### src/rtl/mul_csa_pkg.sv
package mul_csa_pkg;
  typedef enum logic [2:0] {
    ST_IDLE  = 3'd0,
    ST_ITER  = 3'd1,
    ST_RES1  = 3'd2,
    ST_RES2  = 3'd3,
    ST_DONE  = 3'd4
  } mul_state_e;
endpackage

### src/rtl/mul_csa_row.sv
module mul_csa_row #(
  parameter int WIDTH = 64
) (
  input  logic [WIDTH-1:0] x_i,
  input  logic [WIDTH-1:0] y_i,
  input  logic [WIDTH-1:0] z_i,
  output logic [WIDTH-1:0] sum_o,
  output logic [WIDTH-1:0] cry_o
);
  for (genvar g = 0; g < WIDTH; g++) begin : g_fa
    assign sum_o[g] = x_i[g] ^ y_i[g] ^ z_i[g];
    assign cry_o[g] = (x_i[g] & y_i[g]) | (x_i[g] & z_i[g]) | (y_i[g] & z_i[g]);
  end
endmodule

### src/rtl/mul_csa_ctrl.sv
module mul_csa_ctrl
  import mul_csa_pkg::*;
#(
  parameter int WIDTH = 64
) (
  input  logic clk_i,
  input  logic rst_ni,
  input  logic start_i,
  output logic load_o,
  output logic step_o,
  output logic cap_o,
  output logic done_o,
  output logic busy_o
);
  localparam int CW = $clog2(WIDTH + 1);
  localparam logic [CW-1:0] LAST = CW'(WIDTH - 1);

  mul_state_e state_q, state_d;
  logic [CW-1:0] cnt_q;

  always_comb begin
    state_d = state_q;
    unique case (state_q)
      ST_IDLE: if (start_i) state_d = ST_ITER;
      ST_ITER: if (cnt_q == '0) state_d = ST_RES1;
      ST_RES1: state_d = ST_RES2;
      ST_RES2: state_d = ST_DONE;
      ST_DONE: state_d = ST_IDLE;
      default: state_d = ST_IDLE;
    endcase
  end

  always_ff @(posedge clk_i or negedge rst_ni) begin
    if (!rst_ni) begin
      state_q <= ST_IDLE;
      cnt_q   <= '0;
    end else begin
      state_q <= state_d;
      if (load_o) cnt_q <= LAST;
      else if (step_o && cnt_q != '0) cnt_q <= cnt_q - 1'b1;
    end
  end

  assign busy_o = (state_q != ST_IDLE);
  assign load_o = (state_q == ST_IDLE) && start_i;
  assign step_o = (state_q == ST_ITER);
  assign cap_o  = (state_q == ST_RES2);  // second resolve cycle only
  assign done_o = (state_q == ST_DONE);


  done_pulse_chk: assert property (@(posedge clk_i) disable iff (!rst_ni)
    done_o |=> !done_o);

  cnt_step_chk: assert property (@(posedge clk_i) disable iff (!rst_ni)
    (step_o && cnt_q != '0) |=> (step_o && cnt_q == $past(cnt_q) - 1'b1));

  iter_exit_chk: assert property (@(posedge clk_i) disable iff (!rst_ni)
    (step_o && cnt_q == '0) |=> (state_q == ST_RES1));

  busy_ignore_chk: assert property (@(posedge clk_i) disable iff (!rst_ni)
    (busy_o && start_i) |-> !load_o);
endmodule

### src/rtl/mul_csa_dp.sv
module mul_csa_dp #(
  parameter int WIDTH = 64
) (
  input  logic               clk_i,
  input  logic               rst_ni,
  input  logic               load_i,
  input  logic               step_i,
  input  logic               cap_i,
  input  logic [WIDTH-1:0]   mcand_i,
  input  logic [WIDTH-1:0]   mplr_i,
  output logic [2*WIDTH-1:0] product_o
);
  localparam int PW = 2 * WIDTH;

  logic [WIDTH-1:0] mcand_q, mplr_q, sum_q, cry_q;
  logic [WIDTH-1:0] addend, sum_v, cry_v, hi_w;
  logic [PW-1:0]    product_q;

  assign addend = mplr_q[0] ? mcand_q : '0;

  mul_csa_row #(.WIDTH(WIDTH)) u_row (
    .x_i  (sum_q),
    .y_i  (cry_q),
    .z_i  (addend),
    .sum_o(sum_v),
    .cry_o(cry_v)
  );

  // carry vector sits one place above sum, so sum_v[0] is an exact product bit
  always_ff @(posedge clk_i or negedge rst_ni) begin
    if (!rst_ni) begin
      mcand_q <= '0;
      mplr_q  <= '0;
      sum_q   <= '0;
      cry_q   <= '0;
    end else if (load_i) begin
      mcand_q <= mcand_i;
      mplr_q  <= mplr_i;
      sum_q   <= '0;
      cry_q   <= '0;
    end else if (step_i) begin
      sum_q   <= {1'b0, sum_v[WIDTH-1:1]};
      cry_q   <= cry_v;
      mplr_q  <= {sum_v[0], mplr_q[WIDTH-1:1]};
    end
  end

  // two-cycle path: sum_q/cry_q frozen through both resolve cycles
  assign hi_w = sum_q + cry_q;

  always_ff @(posedge clk_i or negedge rst_ni) begin
    if (!rst_ni)    product_q <= '0;
    else if (cap_i) product_q <= {hi_w, mplr_q};
  end

  assign product_o = product_q;


  prod_hold_chk: assert property (@(posedge clk_i) disable iff (!rst_ni)
    !cap_i |=> $stable(product_q));

  resolve_frozen_chk: assert property (@(posedge clk_i) disable iff (!rst_ni)
    (!load_i && !step_i) |=> ($stable(sum_q) && $stable(cry_q)));

  mcand_hold_chk: assert property (@(posedge clk_i) disable iff (!rst_ni)
    !load_i |=> $stable(mcand_q));
endmodule

### src/rtl/mul_csa_seq.sv
module mul_csa_seq #(
  parameter int WIDTH = 64
) (
  input  logic               clk_i,
  input  logic               rst_ni,
  input  logic               start_i,
  input  logic [WIDTH-1:0]   mcand_i,
  input  logic [WIDTH-1:0]   mplr_i,
  output logic               done_o,
  output logic [2*WIDTH-1:0] product_o
);
  logic load, step, cap, busy;

  mul_csa_ctrl #(.WIDTH(WIDTH)) u_ctrl (
    .clk_i  (clk_i),
    .rst_ni (rst_ni),
    .start_i(start_i),
    .load_o (load),
    .step_o (step),
    .cap_o  (cap),
    .done_o (done_o),
    .busy_o (busy)
  );

  mul_csa_dp #(.WIDTH(WIDTH)) u_dp (
    .clk_i    (clk_i),
    .rst_ni   (rst_ni),
    .load_i   (load),
    .step_i   (step),
    .cap_i    (cap),
    .mcand_i  (mcand_i),
    .mplr_i   (mplr_i),
    .product_o(product_o)
  );


  cap_after_res1_chk: assert property (@(posedge clk_i) disable iff (!rst_ni)
    cap |-> ($past(busy) && !$past(step) && !$past(cap)));

  done_after_cap_chk: assert property (@(posedge clk_i) disable iff (!rst_ni)
    $rose(done_o) |-> $past(cap));
endmodule

### config.mk
export PLATFORM = sky130hd
export DESIGN_NAME = mul_csa_seq
export DESIGN_NICKNAME = d
export VERILOG_FILES = /design/src/rtl/mul_csa_pkg.sv /design/src/rtl/mul_csa_row.sv /design/src/rtl/mul_csa_ctrl.sv /design/src/rtl/mul_csa_dp.sv /design/src/rtl/mul_csa_seq.sv
export SDC_FILE = /design/constraint.sdc
export NUM_CORES = 1
export LEC_CHECK = 0
export CAP_MARGIN = 20
export CELL_PAD_IN_SITES_DETAIL_PLACEMENT = 0
export CELL_PAD_IN_SITES_GLOBAL_PLACEMENT = 2
export CORE_MARGIN = 5
export CORE_UTILIZATION = 37
export CTS_CLUSTER_DIAMETER = 200
export DETAILED_ROUTE_END_ITERATION = 8
export PLACE_DENSITY = 0.8
export SYNTH_ARGS = -nofsm -noshare
export SYNTH_HDL_FRONTEND = slang
export SYNTH_HIERARCHICAL = 1
export SYNTH_SLANG_ARGS = --single-unit
### constraint.sdc
create_clock -name clk_i -period 3.4 [get_ports clk_i]
set_input_delay 0.68 -clock clk_i [delete_from_list [all_inputs] [get_ports clk_i]]
set_output_delay 0.68 -clock clk_i [all_outputs]
set_load 0.05 [all_outputs]
## Word level (Yosys, flattened, before mapping)

Cells that the tools add are included.

| operators by class | value |
|---|---|
| eq/ne operators | 6 |
| $lt $le $gt $ge | 0 |
| divide/modulo/power cells | 0 |
| reduce and logical (&&, ||, !) cells | 8 |
| $mul | 0 |
| shifts and indexed selects | 0 |
| multiplexer cells | 12 |
| bitwise operators | 448 |
| $add $sub $neg | 2 |

Operators with widths:

| cell | count |
|---|---|
| $mux W64 | 7 |
| $and A1 B1 Y1 | 192 |
| $or A1 B1 Y1 | 128 |
| $xor A1 B1 Y1 | 128 |
| $add A64 B64 Y64 | 1 |
| $mux W7 | 2 |
| $pmux W3 S4 | 1 |
| $logic_not A7 Y1 | 1 |
| $reduce_bool A7 Y1 | 1 |
| $sub A7 B1 Y7 const B | 1 |
| $eq A3 B2 Y1 const B | 2 |
| $mux W3 | 2 |
| $ne A2 B2 Y1 const B | 2 |
| $reduce_bool A2 Y1 | 2 |
| $eq A3 B1 Y1 const B | 1 |
| $eq A3 B3 Y1 const B | 1 |
| $logic_not A3 Y1 | 1 |
| $logic_and A1 B1 Y1 | 2 |
| $reduce_and A2 Y1 | 1 |

| word-level totals | value |
|---|---|
| memory bits (writable) | 0 |
| flip-flop bits (word level) | 394 |
| output and inout bits | 129 |
| bits in latches | 0 |
| memory bits (read-only) | 0 |
| logic and storage cells | 483 |
| input bits | 131 |
| memories kept | 0 |

## Depth between registers and ports, before layout

| logic depth | value |
|---|---|
| depth in word-level cells | 6 |
| depth in mapped cells | 11 |
| depth with buffers taken out | 11 |

## Modules after synthesis

The synthesis kept the hierarchy.

Modules (own cells, without submodules):

| module | area each (um^2) | sequential area each (um^2) | cells each | instances |
|---|---|---|---|---|
| mul_csa_dp | 19313.5 | 9584.2 | 1769 | 1 |
| mul_csa_row | 1281.2 | 0.0 | 64 | 1 |
| mul_csa_ctrl | 609.3 | 250.2 | 59 | 1 |

## Worst setup path after synthesis

OpenSTA, ideal clock, no wires.

| path | value |
|---|---|
| path kind | register to register |
| start | register u_dp.sum_q[9] |
| end | register u_dp.product_q[126], in the netlist u_dp/product_o[126] |
| data required time | 3331 ps |
| buffers on the path | 0 |
| clock period less this slack | 3052 ps |
| cell stages (with the launch flop) | 11 |
| setup time | 69 ps |
| slack | 348 ps |
| data arrival time | 2982 ps |
| cell sequence | dfrtp_1 -> ha_1 -> nand4_2 -> or3_1 -> o31a_1 -> a31oi_4 -> a41oi_4 -> o31ai_4 -> a21oi_2 -> or4_1 -> nand3_1 |

| on the way | value |
|---|---|
| longest elaborated chain between the ends | 1 |

RTL lines:

| item | RTL line | text |
|---|---|---|
| start: declaration | mul_csa_dp.sv:15 | `logic [WIDTH-1:0] mcand_q, mplr_q, sum_q, cry_q;` |
| start signal: assignment | mul_csa_dp.sv:42 | `sum_q <= {1'b0, sum_v[WIDTH-1:1]};` |
| $add A64 B64 Y64 | mul_csa_dp.sv:49 | `assign hi_w = sum_q + cry_q;` |
| end signal: assignment | mul_csa_dp.sv:53 | `else if (cap_i) product_q <= {hi_w, mplr_q};` |
| end: declaration | mul_csa_dp.sv:17 | `logic [PW-1:0] product_q;` |

No other way between the ends.
A chain may end at the register's enable or synchronous reset.

## Worst setup path after layout

| path | value |
|---|---|
| start | register u_dp.sum_q[0] |
| end | register u_dp.product_q[122], in the netlist u_dp/product_o[122] |

The elaborated chain is that of the path after synthesis.

==> results.md <==
Status:
- The run finished with clean final reports.

Setup path:
- For the worst setup path, the data required time is 3820 ps.
- The register-to-register setup slack is 170 ps.
- The type of element launching the critical path is a flip-flop.
- The critical path is of the flip-flop to flip-flop type.
- The startpoint of the most critical register-to-register path is u_dp/sum_q[0]$_DFFE_PN0P_.
- The most numerous cell type found on the critical path is sky130_fd_sc_hd__o22ai_1.
- At the worst endpoint, the arrival time is 3650 ps.
- The terminus of the critical flop-to-flop path is u_dp/product_o[122]$_DFFE_PN0P_.
- On the worst path, the slowest cell contributes a delay of 420 ps.
- The cell count of the worst reg-to-reg path is 11.
- STA classifies the critical path endpoint as a flip-flop.
- The signal on the critical path passes through ha_1 > fa_1 > a21o_2 > a31oi_1 > o31a_1 > a31oi_4 > a41oi_4 > o22ai_1 > o22ai_1 > xor2_1 > a21oi_1.
- The largest individual stage delay along the critical path comes from the cell sky130_fd_sc_hd__dfrtp_1.
- The maximum fanout count along the critical path is 3.

Power:
- In this run the power spent charging and discharging nets is 7.54 mW.
- The sequential power share is 0.337.
- The total power divided by cell area is 748 nW/um2.
- The share of total power dissipated in the clock network is 0.272.
- Of the total power, the share spent switching nets is 0.379.
- The largest voltage drop on the vdd net is 0.000356 V.
- The share of total power dissipated in combinational logic is 0.391.
- In this run the static leakage power is 13.0 nW.
- The internal portion of the total power is 12.3 mW.

Drt:
- The number of vias per cell after detailed routing is 5.12.
- The antenna violation net count after detailed routing is 0.
- The detailed router finished its first iteration with 741 violations.
- The wire length after detailed routing is 56400 um.
- Dividing the detail-routed wire length by the instance count gives 19.2 um.
- After detailed routing, the number of remaining DRC violations is 0.
- The total via count in the routed design is 15100.
- The number of detailed-route iterations in the first pass is 5.

Floorplanning:
- The top-level port count is 260.
- The die is 249 um tall.
- The horizontal extent of the die is 249 um.
- The effective utilization at floorplan is 0.374.
- In this run the core area contains 87 standard-cell rows.
- The region available for standard cell placement spans 56600 um2.
- The die covers 62200 um2.

Yosys:
- Averaged over all synthesized cells, the footprint is 11.2 um2.
- The synthesized netlist net count is 2151.
- The synthesized netlist occupies a cell area of 21200 um2.
- Synthesis handed over a netlist of 1891 instances.
- The Yosys warning count is 6.

Timing:
- The number of max-slew violations in the final report is 0.
- The slew at the pin with the worst max-slew slack is 808 ps.
- The final count of negative-setup-slack endpoints is 0.
- The final sum of negative setup slack is 0 ps.
- In this run the tightest slew margin relative to its limit is 0.461.
- The clock arrives with 18.6 ps of skew.
- Setup repair after global routing left no endpoint under its margin.
- The post-route clock period utilization is 0.951.
- The timing-limited maximum frequency is 0.309 GHz.
- After layout, the minimum clock period comes to 3230 ps.
- The hold violation count in the final report is 0.

Global routing:
- The number of global-route vias before repair is 16100.
- The initial antenna violation count is 6.
- The total overflow reported by the global router is 0.
- The combined global-route utilization of all metal layers is 0.179.
- The largest net degree at the start of global routing is 133.
- The global-route wire length before repair is 91500 um.

CTS:
- The count of clock tree sinks is 393.
- For the worst-skew pair, the clock arrives at the later sink with an insertion delay of 580 ps.
- The total clock buffers created by CTS is 48.
- The clock tree from TritonCTS is done.
- The register clock-pin slew on the reported worst setup and hold paths is 60 ps.
- The maximum buffer depth of the clock tree is 3.
- The buffers inserted during post-CTS setup optimization is 0.
- The clock root buffer master is sky130_fd_sc_hd__clkbuf_16.
- The number of buffers inserted by hold repair at cts is 0.
- The H-tree depth reported by CTS is 2.

Layout:
- For this run, the post-layout net count is 2404.
- In the final layout, the share of cells above drive strength 1 is 0.160.
- At the end of the flow the core is filled with cells to 0.469.
- The area growth from synthesis to final layout is 25.3%.
- Leaving out fill and tap cells, the most frequent cells in the layout are 392 x sky130_fd_sc_hd__dfrtp_1, 258 x sky130_fd_sc_hd__clkdlybuf4s50_1, 199 x sky130_fd_sc_hd__mux2i_1.
- Once layout is done, the placed cells without fillers occupy 26600 um2.
- The most common library cell in the layout ignoring fill and taps is sky130_fd_sc_hd__dfrtp_1.

Place:
- The area of placed instances is 24800 um2.
- The port buffer count is 259.
- Detailed placement finished with a half-perimeter wire length of 40700 um.
- The placer's final routability congestion estimate is 0.870.

Job:
- Max-cap violations in this run came to 0.

Worst hold path:
- The tightest min-delay check is of the primary input to async pin type.
==> per-stage QoR <==
stage	std cells	worst slack, ps	hold slack (ps)	total power [mW]
2_1_floorplan	1891	348	384	11.8
3_3_place_gp	2850	47.7	485	14.4
3_5_place_dp	2850	-11.1	490	14.5
4_1_cts	2938	85.3	157	20.1
5_1_grt	2938	16.4	202	21.4
6_report	2940	168	155	19.9
==> final cells by class <==
class	instances	area, um2
fillers	5278	30000
multi-input cells	1364	10800
flip-flops and latches	393	9840
repair buffers	317	3180
clock buffers	68	1380
well taps	756	946
clock inverters	20	304
inverters	20	75.1
diodes	2	5.00
==> power by group through the flow <==
stage	Clock [mW]	Sequential, mW	Combinational [mW]
2_1_floorplan	0	6.49	5.34
3_3_place_gp	0	6.72	7.65
3_5_place_dp	0	6.80	7.70
4_1_cts	5.61	6.72	7.77
5_1_grt	5.82	6.89	8.72
6_report	5.42	6.69	7.78
==> how the worst max path moves through the flow <==
stage | from | to | slack [ps]
global placement | u_dp/sum_q[9]$_DFFE_PN0P_ | u_dp/product_o[127]$_DFFE_PN0P_ | 50
floorplan | u_dp/sum_q[9]$_DFFE_PN0P_ | u_dp/product_o[126]$_DFFE_PN0P_ | 350
finish | u_dp/sum_q[0]$_DFFE_PN0P_ | u_dp/product_o[122]$_DFFE_PN0P_ | 170
global route | u_dp/sum_q[0]$_DFFE_PN0P_ | u_dp/product_o[122]$_DFFE_PN0P_ | 20
CTS | u_dp/sum_q[9]$_DFFE_PN0P_ | u_dp/product_o[126]$_DFFE_PN0P_ | 90
detailed placement | u_dp/sum_q[9]$_DFFE_PN0P_ | u_dp/product_o[127]$_DFFE_PN0P_ | -10
==> flip-flops by register name (all words and copies together) (netlist names) <==
name,count
u_dp/product_o,128
u_dp/cry_q,64
u_dp/mcand_q,64
u_dp/mplr_q,64
u_dp/sum_q,63
u_ctrl/cnt_q,7
u_ctrl/state_q,3
==> per-layer routing <==
metal  GRT usage  up-vias  routed length, um
met5           0        -                 33
met4      0.0406        6               1010
met3      0.0536       62               3860
met2       0.280      336              25500
met1       0.249     7506              26000
li1            -     7143                  -
==> what timing repair did <==
action	in CTS	in global routing
gates resized for setup	1	6
pin swaps	0	2
endpoints found under the setup margin	1	6
==> worst max-delay path, delay by kind of cell (launching register included) <==
kind	cells	cell delay (ps)
fa+ha+maj	2	680
xor+xnor	1	230
compound gates	8	1760
flops	1	420
(Power assumes the default switching activity.)
